==> src/rtl/lqc_pkg.sv <==
package lqc_pkg;
  // Number of words held, and the bits that index them.
  localparam int QWORDS = 4;
  localparam int QBITS  = $clog2(QWORDS);
  // Locals 0..3 start one quadword above the frame base.
  localparam int LOCAL_QUAD_OFS = 1;

  typedef enum logic [1:0] {
    ST_IDLE  = 2'd0,
    ST_FILL  = 2'd1,
    ST_WBACK = 2'd2
  } lqc_state_e;
endpackage

==> src/rtl/lqc_snoop_cmp.sv <==
module lqc_snoop_cmp
  import lqc_pkg::*;
#(
  parameter int AW = 16
) (
  input  logic [AW-1:0]       frame_base,
  input  logic                snoop_valid,
  input  logic [AW-1:0]       snoop_addr,
  output logic [AW-QBITS-1:0] quad_idx,
  output logic                snoop_hit
);
  localparam int QAW = AW - QBITS;

  // Quadword number of the cached locals.
  assign quad_idx  = frame_base[AW-1:QBITS] + QAW'(LOCAL_QUAD_OFS);
  // A single-word store lies inside exactly one quadword.
  assign snoop_hit = snoop_valid && (snoop_addr[AW-1:QBITS] == quad_idx);
endmodule

==> src/rtl/lqc_word_bank.sv <==
module lqc_word_bank
  import lqc_pkg::*;
#(
  parameter int DW = 16
) (
  input  logic             clk,
  input  logic             rst_n,
  input  logic             st_en,
  input  logic [QBITS-1:0] st_sel,
  input  logic [DW-1:0]    st_data,
  input  logic             fl_en,
  input  logic [QBITS-1:0] fl_sel,
  input  logic [DW-1:0]    fl_data,
  output logic [DW-1:0]    words [QWORDS]
);
  for (genvar g = 0; g < QWORDS; g++) begin : g_word
    logic          en;
    logic [DW-1:0] d;

    always_comb begin
      en = 1'b0;
      d  = words[g];
      if (fl_en && (fl_sel == QBITS'(g))) begin
        en = 1'b1;
        d  = fl_data;
      end else if (st_en && (st_sel == QBITS'(g))) begin
        en = 1'b1;
        d  = st_data;
      end
    end

    always_ff @(posedge clk or negedge rst_n) begin
      if (!rst_n)  words[g] <= '0;
      else if (en) words[g] <= d;
    end
  end

  // a local store and a refill beat never land in the same cycle
  p_one_writer_r3: assert property (@(posedge clk) disable iff (!rst_n)
    !(st_en && fl_en));
endmodule

==> src/rtl/lqc_seq.sv <==
module lqc_seq
  import lqc_pkg::*;
(
  input  logic             clk,
  input  logic             rst_n,
  input  logic             snoop_hit,
  input  logic             req_valid,
  input  logic             req_store,
  input  logic             mem_gnt,
  output lqc_state_e       state,
  output logic [QBITS-1:0] beat,
  output logic             in_burst,
  output logic             req_ready,
  output logic             acc_load,
  output logic             acc_store,
  output logic             fill_en
);
  lqc_state_e       state_n;
  logic [QBITS-1:0] beat_n;
  logic             pend_q, pend_n;
  logic             last_beat, refill;

  assign in_burst = (state != ST_IDLE);

  always_comb begin
    last_beat = in_burst && mem_gnt && (beat == QBITS'(QWORDS - 1));
    refill    = pend_q || snoop_hit;
    req_ready = !refill &&
                ((state == ST_IDLE) || ((state == ST_WBACK) && !req_store));
    acc_load  = req_valid && req_ready && !req_store;
    acc_store = req_valid && req_ready && req_store;
    fill_en   = (state == ST_FILL) && mem_gnt;

    state_n = state;
    beat_n  = beat;
    pend_n  = pend_q;
    case (state)
      ST_IDLE: begin
        if (refill) begin
          state_n = ST_FILL;
          beat_n  = '0;
          pend_n  = 1'b0;
        end else if (acc_store) begin
          state_n = ST_WBACK;
          beat_n  = '0;
        end
      end
      default: begin
        if (last_beat) begin
          beat_n  = '0;
          pend_n  = 1'b0;
          state_n = refill ? ST_FILL : ST_IDLE;
        end else begin
          if (mem_gnt) beat_n = beat + 1'b1;
          pend_n = refill;
        end
      end
    endcase
  end

  always_ff @(posedge clk or negedge rst_n) begin
    if (!rst_n) begin
      state  <= ST_FILL;
      beat   <= '0;
      pend_q <= 1'b0;
    end else begin
      state  <= state_n;
      beat   <= beat_n;
      pend_q <= pend_n;
    end
  end

  // a hit while idle starts a refill on the next cycle
  p_hit_fills_r5: assert property (@(posedge clk) disable iff (!rst_n)
    (state == ST_IDLE) && snoop_hit |=> (state == ST_FILL));

  // a hit during a refill keeps the block refilling
  p_hit_in_fill_r9: assert property (@(posedge clk) disable iff (!rst_n)
    (state == ST_FILL) && snoop_hit |=> (state == ST_FILL));
endmodule

==> src/rtl/local_quad_cache.sv <==
module local_quad_cache
  import lqc_pkg::*;
#(
  parameter int AW = 16,
  parameter int DW = 16
) (
  input  logic             clk,
  input  logic             rst_n,
  input  logic [AW-1:0]    frame_base,
  input  logic             req_valid,
  input  logic             req_store,
  input  logic [1:0]       req_idx,
  input  logic [DW-1:0]    req_wdata,
  output logic             req_ready,
  output logic             rsp_valid,
  output logic [DW-1:0]    rsp_data,
  input  logic             snoop_valid,
  input  logic [AW-1:0]    snoop_addr,
  output logic             mem_req,
  output logic             mem_we,
  output logic [AW-1:0]    mem_addr,
  output logic [DW-1:0]    mem_wdata,
  input  logic [DW-1:0]    mem_rdata,
  input  logic             mem_gnt
);
  localparam int QAW = AW - QBITS;

  // Reset: asserted asynchronously, released on the clock.
  logic [1:0] rst_sync;
  logic       rst_i;
  always_ff @(posedge clk or negedge rst_n) begin
    if (!rst_n) rst_sync <= 2'b00;
    else        rst_sync <= {rst_sync[0], 1'b1};
  end
  assign rst_i = rst_sync[1];

  logic [QAW-1:0]   quad_idx;
  logic             snoop_hit;
  lqc_state_e       state;
  logic [QBITS-1:0] beat;
  logic             in_burst, acc_load, acc_store, fill_en;
  logic [DW-1:0]    words [QWORDS];

  lqc_snoop_cmp #(.AW(AW)) u_cmp (
    .frame_base (frame_base),
    .snoop_valid(snoop_valid),
    .snoop_addr (snoop_addr),
    .quad_idx   (quad_idx),
    .snoop_hit  (snoop_hit)
  );

  lqc_seq u_seq (
    .clk      (clk),
    .rst_n    (rst_i),
    .snoop_hit(snoop_hit),
    .req_valid(req_valid),
    .req_store(req_store),
    .mem_gnt  (mem_gnt),
    .state    (state),
    .beat     (beat),
    .in_burst (in_burst),
    .req_ready(req_ready),
    .acc_load (acc_load),
    .acc_store(acc_store),
    .fill_en  (fill_en)
  );

  lqc_word_bank #(.DW(DW)) u_bank (
    .clk    (clk),
    .rst_n  (rst_i),
    .st_en  (acc_store),
    .st_sel (QBITS'(req_idx)),
    .st_data(req_wdata),
    .fl_en  (fill_en),
    .fl_sel (beat),
    .fl_data(mem_rdata),
    .words  (words)
  );

  // Memory side: one word per beat, ascending within the quadword.
  assign mem_req   = in_burst && rst_i;
  assign mem_we    = (state == ST_WBACK);
  assign mem_addr  = {quad_idx, beat};
  assign mem_wdata = words[beat];

  // Load response register.
  logic          rsp_valid_n;
  logic [DW-1:0] rsp_data_n;
  always_comb begin
    rsp_valid_n = acc_load;
    rsp_data_n  = rsp_data;
    if (acc_load) rsp_data_n = words[QBITS'(req_idx)];
  end

  always_ff @(posedge clk or negedge rst_i) begin
    if (!rst_i) begin
      rsp_valid <= 1'b0;
      rsp_data  <= '0;
    end else begin
      rsp_valid <= rsp_valid_n;
      rsp_data  <= rsp_data_n;
    end
  end

  // an accepted load answers on the next cycle
  p_load_answers_r2: assert property (@(posedge clk) disable iff (!rst_i)
    req_valid && req_ready && !req_store |=> rsp_valid);

  // an accepted store opens a write burst at the first word
  p_store_writes_r4: assert property (@(posedge clk) disable iff (!rst_i)
    req_valid && req_ready && req_store |=>
      mem_req && mem_we && (mem_addr[QBITS-1:0] == '0));

  // no store is taken while a write burst runs
  p_no_store_in_wb_r4: assert property (@(posedge clk) disable iff (!rst_i)
    mem_req && mem_we |-> !(req_valid && req_ready && req_store));

  // nothing is accepted during a refill
  p_fill_stalls_r8: assert property (@(posedge clk) disable iff (!rst_i)
    mem_req && !mem_we |-> !req_ready);

  // an ungranted beat holds its address, direction and data
  p_hold_beat_r10: assert property (@(posedge clk) disable iff (!rst_i)
    mem_req && !mem_gnt |=>
      mem_req && $stable(mem_addr) && $stable(mem_we) && $stable(mem_wdata));

  // a burst runs to its last word
  p_burst_runs_r10: assert property (@(posedge clk) disable iff (!rst_i)
    mem_req && mem_gnt && (mem_addr[QBITS-1:0] != QBITS'(QWORDS - 1)) |=> mem_req);
endmodule

==> config.mk <==
export PLATFORM = sky130hd
export DESIGN_NAME = local_quad_cache
export DESIGN_NICKNAME = d
export VERILOG_FILES = /design/src/rtl/lqc_pkg.sv /design/src/rtl/lqc_snoop_cmp.sv /design/src/rtl/lqc_word_bank.sv /design/src/rtl/lqc_seq.sv /design/src/rtl/local_quad_cache.sv
export SDC_FILE = /design/constraint.sdc
export NUM_CORES = 1
export LEC_CHECK = 0
export BUFFER_PORTS_ARGS = -buffer_cell sky130_fd_sc_hd__buf_2
export CAP_MARGIN = 10
export CORE_MARGIN = 2
export CORE_UTILIZATION = 40
export DETAILED_ROUTE_END_ITERATION = 6
export PLACE_DENSITY = 0.69
export SYNTH_ARGS = -nofsm -noshare
export SYNTH_HDL_FRONTEND = slang
export SYNTH_SLANG_ARGS = --single-unit
==> constraint.sdc <==
create_clock -name clk -period 2.5 [get_ports clk]
set_clock_uncertainty 0.15 [all_clocks]
set_input_delay 0.125 -clock clk [delete_from_list [all_inputs] [get_ports clk]]
set_output_delay 0.125 -clock clk [all_outputs]
set_load 0.1 [all_outputs]
==> Word-level counts from Yosys, hierarchy flattened <==
Cells that the tools add are included.
{ "word_totals": {"inputBits": 72, "output_inout_bits": 52, "word_cells": 100, "ff_bits": 88} }
{ "op_classes": {"reduce_logical": 38, "addsub": 2, "muxes": 35, "bitwise_logic": 2, "order_cmp": 2, "n_eq_ne": 11} }
{ "op_table": {"columns": ["cell", "n"], "rows": [
  ["$mux 16", 12],
  ["$bmux 16 s2", 2],
  ["$logic_and 1x1->1", 18],
  ["$mux 2", 9],
  ["$add 14x1->14 const B", 1],
  ["$eq 14x14->1", 1],
  ["$mux 1", 12],
  ["$reduce_and 2->1", 6],
  ["$reduce_bool 2->1", 6],
  ["$eq 2x2->1 const B", 5],
  ["$eq 2x1->1 const B", 3],
  ["$ge 3x3->1 const B", 2],
  ["$logic_not 2->1", 3],
  ["$not 2->3", 2],
  ["$ne 3x1->1 const B", 1],
  ["$reduce_bool 3->1", 1],
  ["$add 2x1->2 const B", 1],
  ["$logic_not 1->1", 2],
  ["$logic_or 1x1->1", 2],
  ["$ne 2x1->1 const B", 1]
]} }

==> Longest topological paths before layout <==
{ "depth": {"depth_word": 12, "mapped_depth": 11, "depth_no_buf": 9} }

==> Hierarchy <==
From an unflattened synthesis, not the netlist that was laid out.
{ "hier_totals": {"cells_unflattened": 589, "hier_area_um2": 5403.9} }
{ "by_module_without_submodules": {"columns": ["module", "seq_area_each_um2", "area_per_inst_um2", "instances", "cells_per_inst"], "rows": [
  ["lqc_word_bank", 1601.5, 2979.1, 1, 360],
  ["local_quad_cache", 475.5, 1531.5, 1, 116],
  ["lqc_snoop_cmp", 0.0, 619.3, 1, 88],
  ["lqc_seq", 126.4, 274.0, 1, 25]
]} }

==> Least setup slack after synthesis <==
OpenSTA, ideal clock, no wires.
{ "synth_timing": {"path_type": "input to output", "start": "in frame_base[2]", "end": "out req_ready", "t_arrival_ps": 5311, "t_required_ps": 2225, "path_buffers": 1, "path_stages": 9, "slack_ps": -3086, "cell_sequence": "ha_1 and3_1 clkbuf_1 nand3_1 xnor2_1 xnor2_1 nand4_2 nand2b_1 a211oi_1"} }
{ "synth_between": {"elab_chain_cells": 6} }
{ "synth_lines": {"columns": ["item", "line", "text"], "rows": [
  ["start: declaration", "local_quad_cache.sv:9", "input logic [AW-1:0] frame_base,"],
  ["$add 14x1->14", "lqc_snoop_cmp.sv:15", "assign quad_idx = frame_base[AW-1:QBITS] + QAW'(LOCAL_QUAD_OFS);"],
  ["net mem_addr[10]", "local_quad_cache.sv:21", "output logic [AW-1:0] mem_addr,"],
  ["$eq 14x14->1", "lqc_snoop_cmp.sv:17", "assign snoop_hit = snoop_valid && (snoop_addr[AW-1:QBITS] == quad_idx);"],
  ["$logic_and 1x1->1", "lqc_snoop_cmp.sv:17", null],
  ["$logic_or 1x1->1", "lqc_seq.sv:27", "refill = pend_q || snoop_hit;"],
  ["$logic_not 1->1", "lqc_seq.sv:28", "req_ready = !refill &&"],
  ["$logic_and 1x1->1", "lqc_seq.sv:28", null],
  ["end: declaration", "local_quad_cache.sv:14", "output logic req_ready,"]
]} }
The timed path passes the listed nets, and every way through them passes these cells.

==> Worst setup path in the final report <==
{ "layout_timing": {"start": "in frame_base[3]", "end": "reg u_bank.words[54] (netlist bit)"} }
{ "layout_between": {"elab_chain_cells": 12} }
{ "layout_lines": {"columns": ["item", "line", "text"], "rows": [
  ["$add 14x1->14 (*)", "lqc_snoop_cmp.sv:15", null],
  ["$eq 14x14->1 (*)", "lqc_snoop_cmp.sv:17", null],
  ["$logic_and 1x1->1 (*)", "lqc_snoop_cmp.sv:17", null],
  ["$logic_or 1x1->1 (*)", "lqc_seq.sv:27", null],
  ["$logic_not 1->1 (*)", "lqc_seq.sv:28", null],
  ["$logic_and 1x1->1 (*)", "lqc_seq.sv:28", null],
  ["$logic_and 1x1->1 (*) (2 in series)", "lqc_seq.sv:31", "acc_store = req_valid && req_ready && req_store;"],
  ["$logic_and 1x1->1 (*)", "lqc_word_bank.sv:26", "end else if (st_en && (st_sel == QBITS'(g))) begin"],
  ["$mux 1", "lqc_word_bank.sv:26", null],
  ["$mux 1", "lqc_word_bank.sv:23", "if (fl_en && (fl_sel == QBITS'(g))) begin"],
  ["$reduce_and 2->1 (no source line) (*)", null, null],
  ["end signal: indexed assignment", "lqc_word_bank.sv:33", "if (!rst_n) words[g] <= '0;"],
  ["end signal: indexed assignment", "lqc_word_bank.sv:34", "else if (en) words[g] <= d;"],
  ["end: declaration", "lqc_word_bank.sv:14", "output logic [DW-1:0] words [QWORDS]"]
]} }
Every way passes the cells marked *; elsewhere a longest branch is shown, timed or not.
A chain may end at the register's enable or synchronous reset.

==> reports/summary.txt <==
Period minus WS final - 2740 ps
Antenna cells - 0
WL/cell - 22.0 um
Area leader, netlist - dfrtp_1
Synth cell types - 59
Worst r2r src - u_seq.state[1]
Worst hold path class - in2reg
WP data required - 2600 ps
Core box area - 13,900 um2
CTS clk-pin slew, worst paths - 60 ps
MaxCap Viol Count - 0
Yosys reg bits - 88
GRT busiest layer - met2
GR Overflow Total - 0
Vias in the first global route - 5,981
Met1 GRT Util - 34.2%
Top-area cell type share of the netlist area - 38.1%
Initial DRC count - 558
Worst stage delay on the critical path - 450 ps
Hold path startpoint - mem_gnt
Gpl congestion - 0.941
Warnings, synthesis - 0
Cells after DPL - 915
Routed vias - 6,093
Seq/Total Area, Yosys - 38.6%
Crit path depth - 13
DRC Markers - 0
Fin crit share - 110%
Port bufs - 119
Async SR Flop Fraction - 100%
Die area - 15,200 um2
Failing checks - setup timing
CTS buffer count - 9
CP Data Arrival Time - 2840 ps
Avg Inst Size Synth - 9.79 um2
Final net count - 881
Top FF cell, synth - dfrtp_1
CP Max Fanout - 9
Initial antenna violation count - 0
Startpoint types - primary input
Clock root buffer master - clkbuf_16
Largest net degree at the start of global routing - 33
Mapped Area - 5710 um2
Crit path kind - in2reg
Critical Path End Type - flop
Reg2Reg Setup Slack - 140 ps
GRT Total Usage - 26.7%
CTS tree - done
Crit-path slowest cell - or4_4
Critical R2R Capture - u_bank.words[23]
I/O pin count - 124
Max-slew headroom - 65.4%
Maximum VDD drop - 1180 uV
Clock Latency Late Sink - 350 ps
Synth area leaders - dfrtp_1 38%, mux4_2 13%, a31oi_1 5.0%
Status - complete, but fails checks
CP delay by family, top - simple AND/OR/NAND/NOR gates
Die X - 123 um
Cell Rows - 43
CP endpoint - u_bank.words[54]
Worst Setup SP - frame_base[3]
Setup TNS - -9810 ps
Post-DP HPWL - 12.9 mm
First-pass GRT wire length - 30.8 mm
CTS HTree Levels - 3
Pre-CTS WS - -740 ps
Area grow syn2layout - 53.7%
Grt met2 use - 43.8%
Worst Path Buf+Inv - 4
Setup ws final - -239 ps
Slew Limit Fails - 0
Initial Util - 41.0%
Clock sinks - 88
Drt total wl - 21.7 mm
Final Hold Fails - 0
Met3 Use GR - 5.77%
Share of cells above drive strength 1 - 46.6%
Drt pass-1 iters - 5
P_leak - 3.86 nW
Reg2reg path depth - 6
Syn Nets - 660
Number of flops mapped to enable cells by yosys - 0
Fmax - 365 MHz
Final setup vio count - 65
Post-route ant nets - 0
Worst path cell trace - buf_8 -> ha_4 -> xor2_1 -> a2111o_1 -> or4_4 -> or4_4 -> nor2_4 -> nand4_4 -> buf_4 -> buf_8 -> buf_12 -> a21bo_2 -> a31oi_1
Post-Syn Instances - 583
Maximum clock insertion buffer count - 2
Layout Cells excl Fill - 989
Die Ht - 123 um
RSZ-0062 raised after global routing - true
Total power - 9.76 mW
Fin util - 62.9%
Pwr/cell area - 1110 nW/um2
Worst slew pin tran - 523 ps
DR vias/cell - 6.16
-- sequential cells by signal (all words and copies together) (netlist names) --
name	count
rsp_data	16
rsp_valid	1
rst_sync	2
u_bank.words	64
u_seq.beat	2
u_seq.pend_q	1
u_seq.state	2
-- final cells by class --
class,count,area (um2)
sequential,88,2210
multi-input combinational,437,3980
tap,180,225
timing repair buffer,256,2010
clock inverter,6,68.8
inverter,12,45.0
clock buffer,10,229
fill,1029,5160
-- worst reg2reg max path: stages (launching register included) --
cell	delay (ps)
dfrtp_1	450
nor2_1	330
nand3_1	270
a2111oi_4	450
buf_6	260
mux2i_1	230
a21oi_1	90
-- logic make-up after synthesis --
group	Yosys count	synth area share [%]
compound gates	166	18.4
buf+inv	58	4.34
mux	65	18.8
xor+xnor	23	3.53
flops	88	38.6
other cells	1	0.0657
fa+ha+maj	5	1.10
simple gates	177	15.2
-- repair_timing --
item                                    4_1_cts  5_1_grt
endpoints found under the setup margin       86       87
setup buffers                                13        8
hold endpoints to repair                     66        0
cloned                                        4        7
pin swaps                                    44       31
hold buffers                                 34        0
gates resized for setup                      65       77
-- metrics by stage --
stage / hold slack, ps / cell area (um2)
2_1_floorplan: -321 / 5840
3_3_place_gp: -240 / 7100
3_5_place_dp: -238 / 7100
4_1_cts: 6.80 / 8210
5_1_grt: 64.9 / 8770
6_report: 21.2 / 8770
-- per-layer routing --
metal  part of all wire (%)  up-vias
met1                     38     2972
met2                     48      401
met5                      0        -
met4                    4.2        0
met3                    9.5       94
li1                       -     2626
-- worst min path at each step --
stage | endpoint | cells past startpoint
after CTS | u_seq.beat[0] | 3
final | u_seq.beat[0] | 3
after detailed placement | rst_sync[0] | 1
after floorplan | rst_sync[0] | 0
after global placement | rst_sync[0] | 1
after global routing | u_seq.beat[0] | 3
-- power by group --
part	switching (mW)	leakage, nW	total (mW)	internal, mW
Combinational	4.00	2.60	5.70	1.70
Clock	0.614	0.143	1.40	0.781
Sequential	0.587	1.11	2.66	2.08
-- cell usage after synthesis (all sizes together) (6+ instances only) --
library cell and count:
a31oi 46, a21oi 47, nand3 31, inv 12
xor2 10, a21bo 11, mux4 32, mux2i 17
nor2 70, mux2 16, dfrtp 87, buf 12
xnor2 13, nand2 25, o21ai 37, and3 6
clkbuf 34, nor3 9
-- cell usage in the layout, fill, tap and decap left out, drive strengths merged, types with 6 or more instances in the layout --
master,count
mux4,32
xnor2,13
nand3,31
inv,13
and3,6
mux2i,17
o21ai,37
a21bo,11
buf,215
a21oi,47
nand2,25
xor2,10
nor2,70
dlygate4sd3,34
clkbuf,17
mux2,16
nor3,9
dfrtp,87
a31oi,46
(Power assumes the default switching activity.)
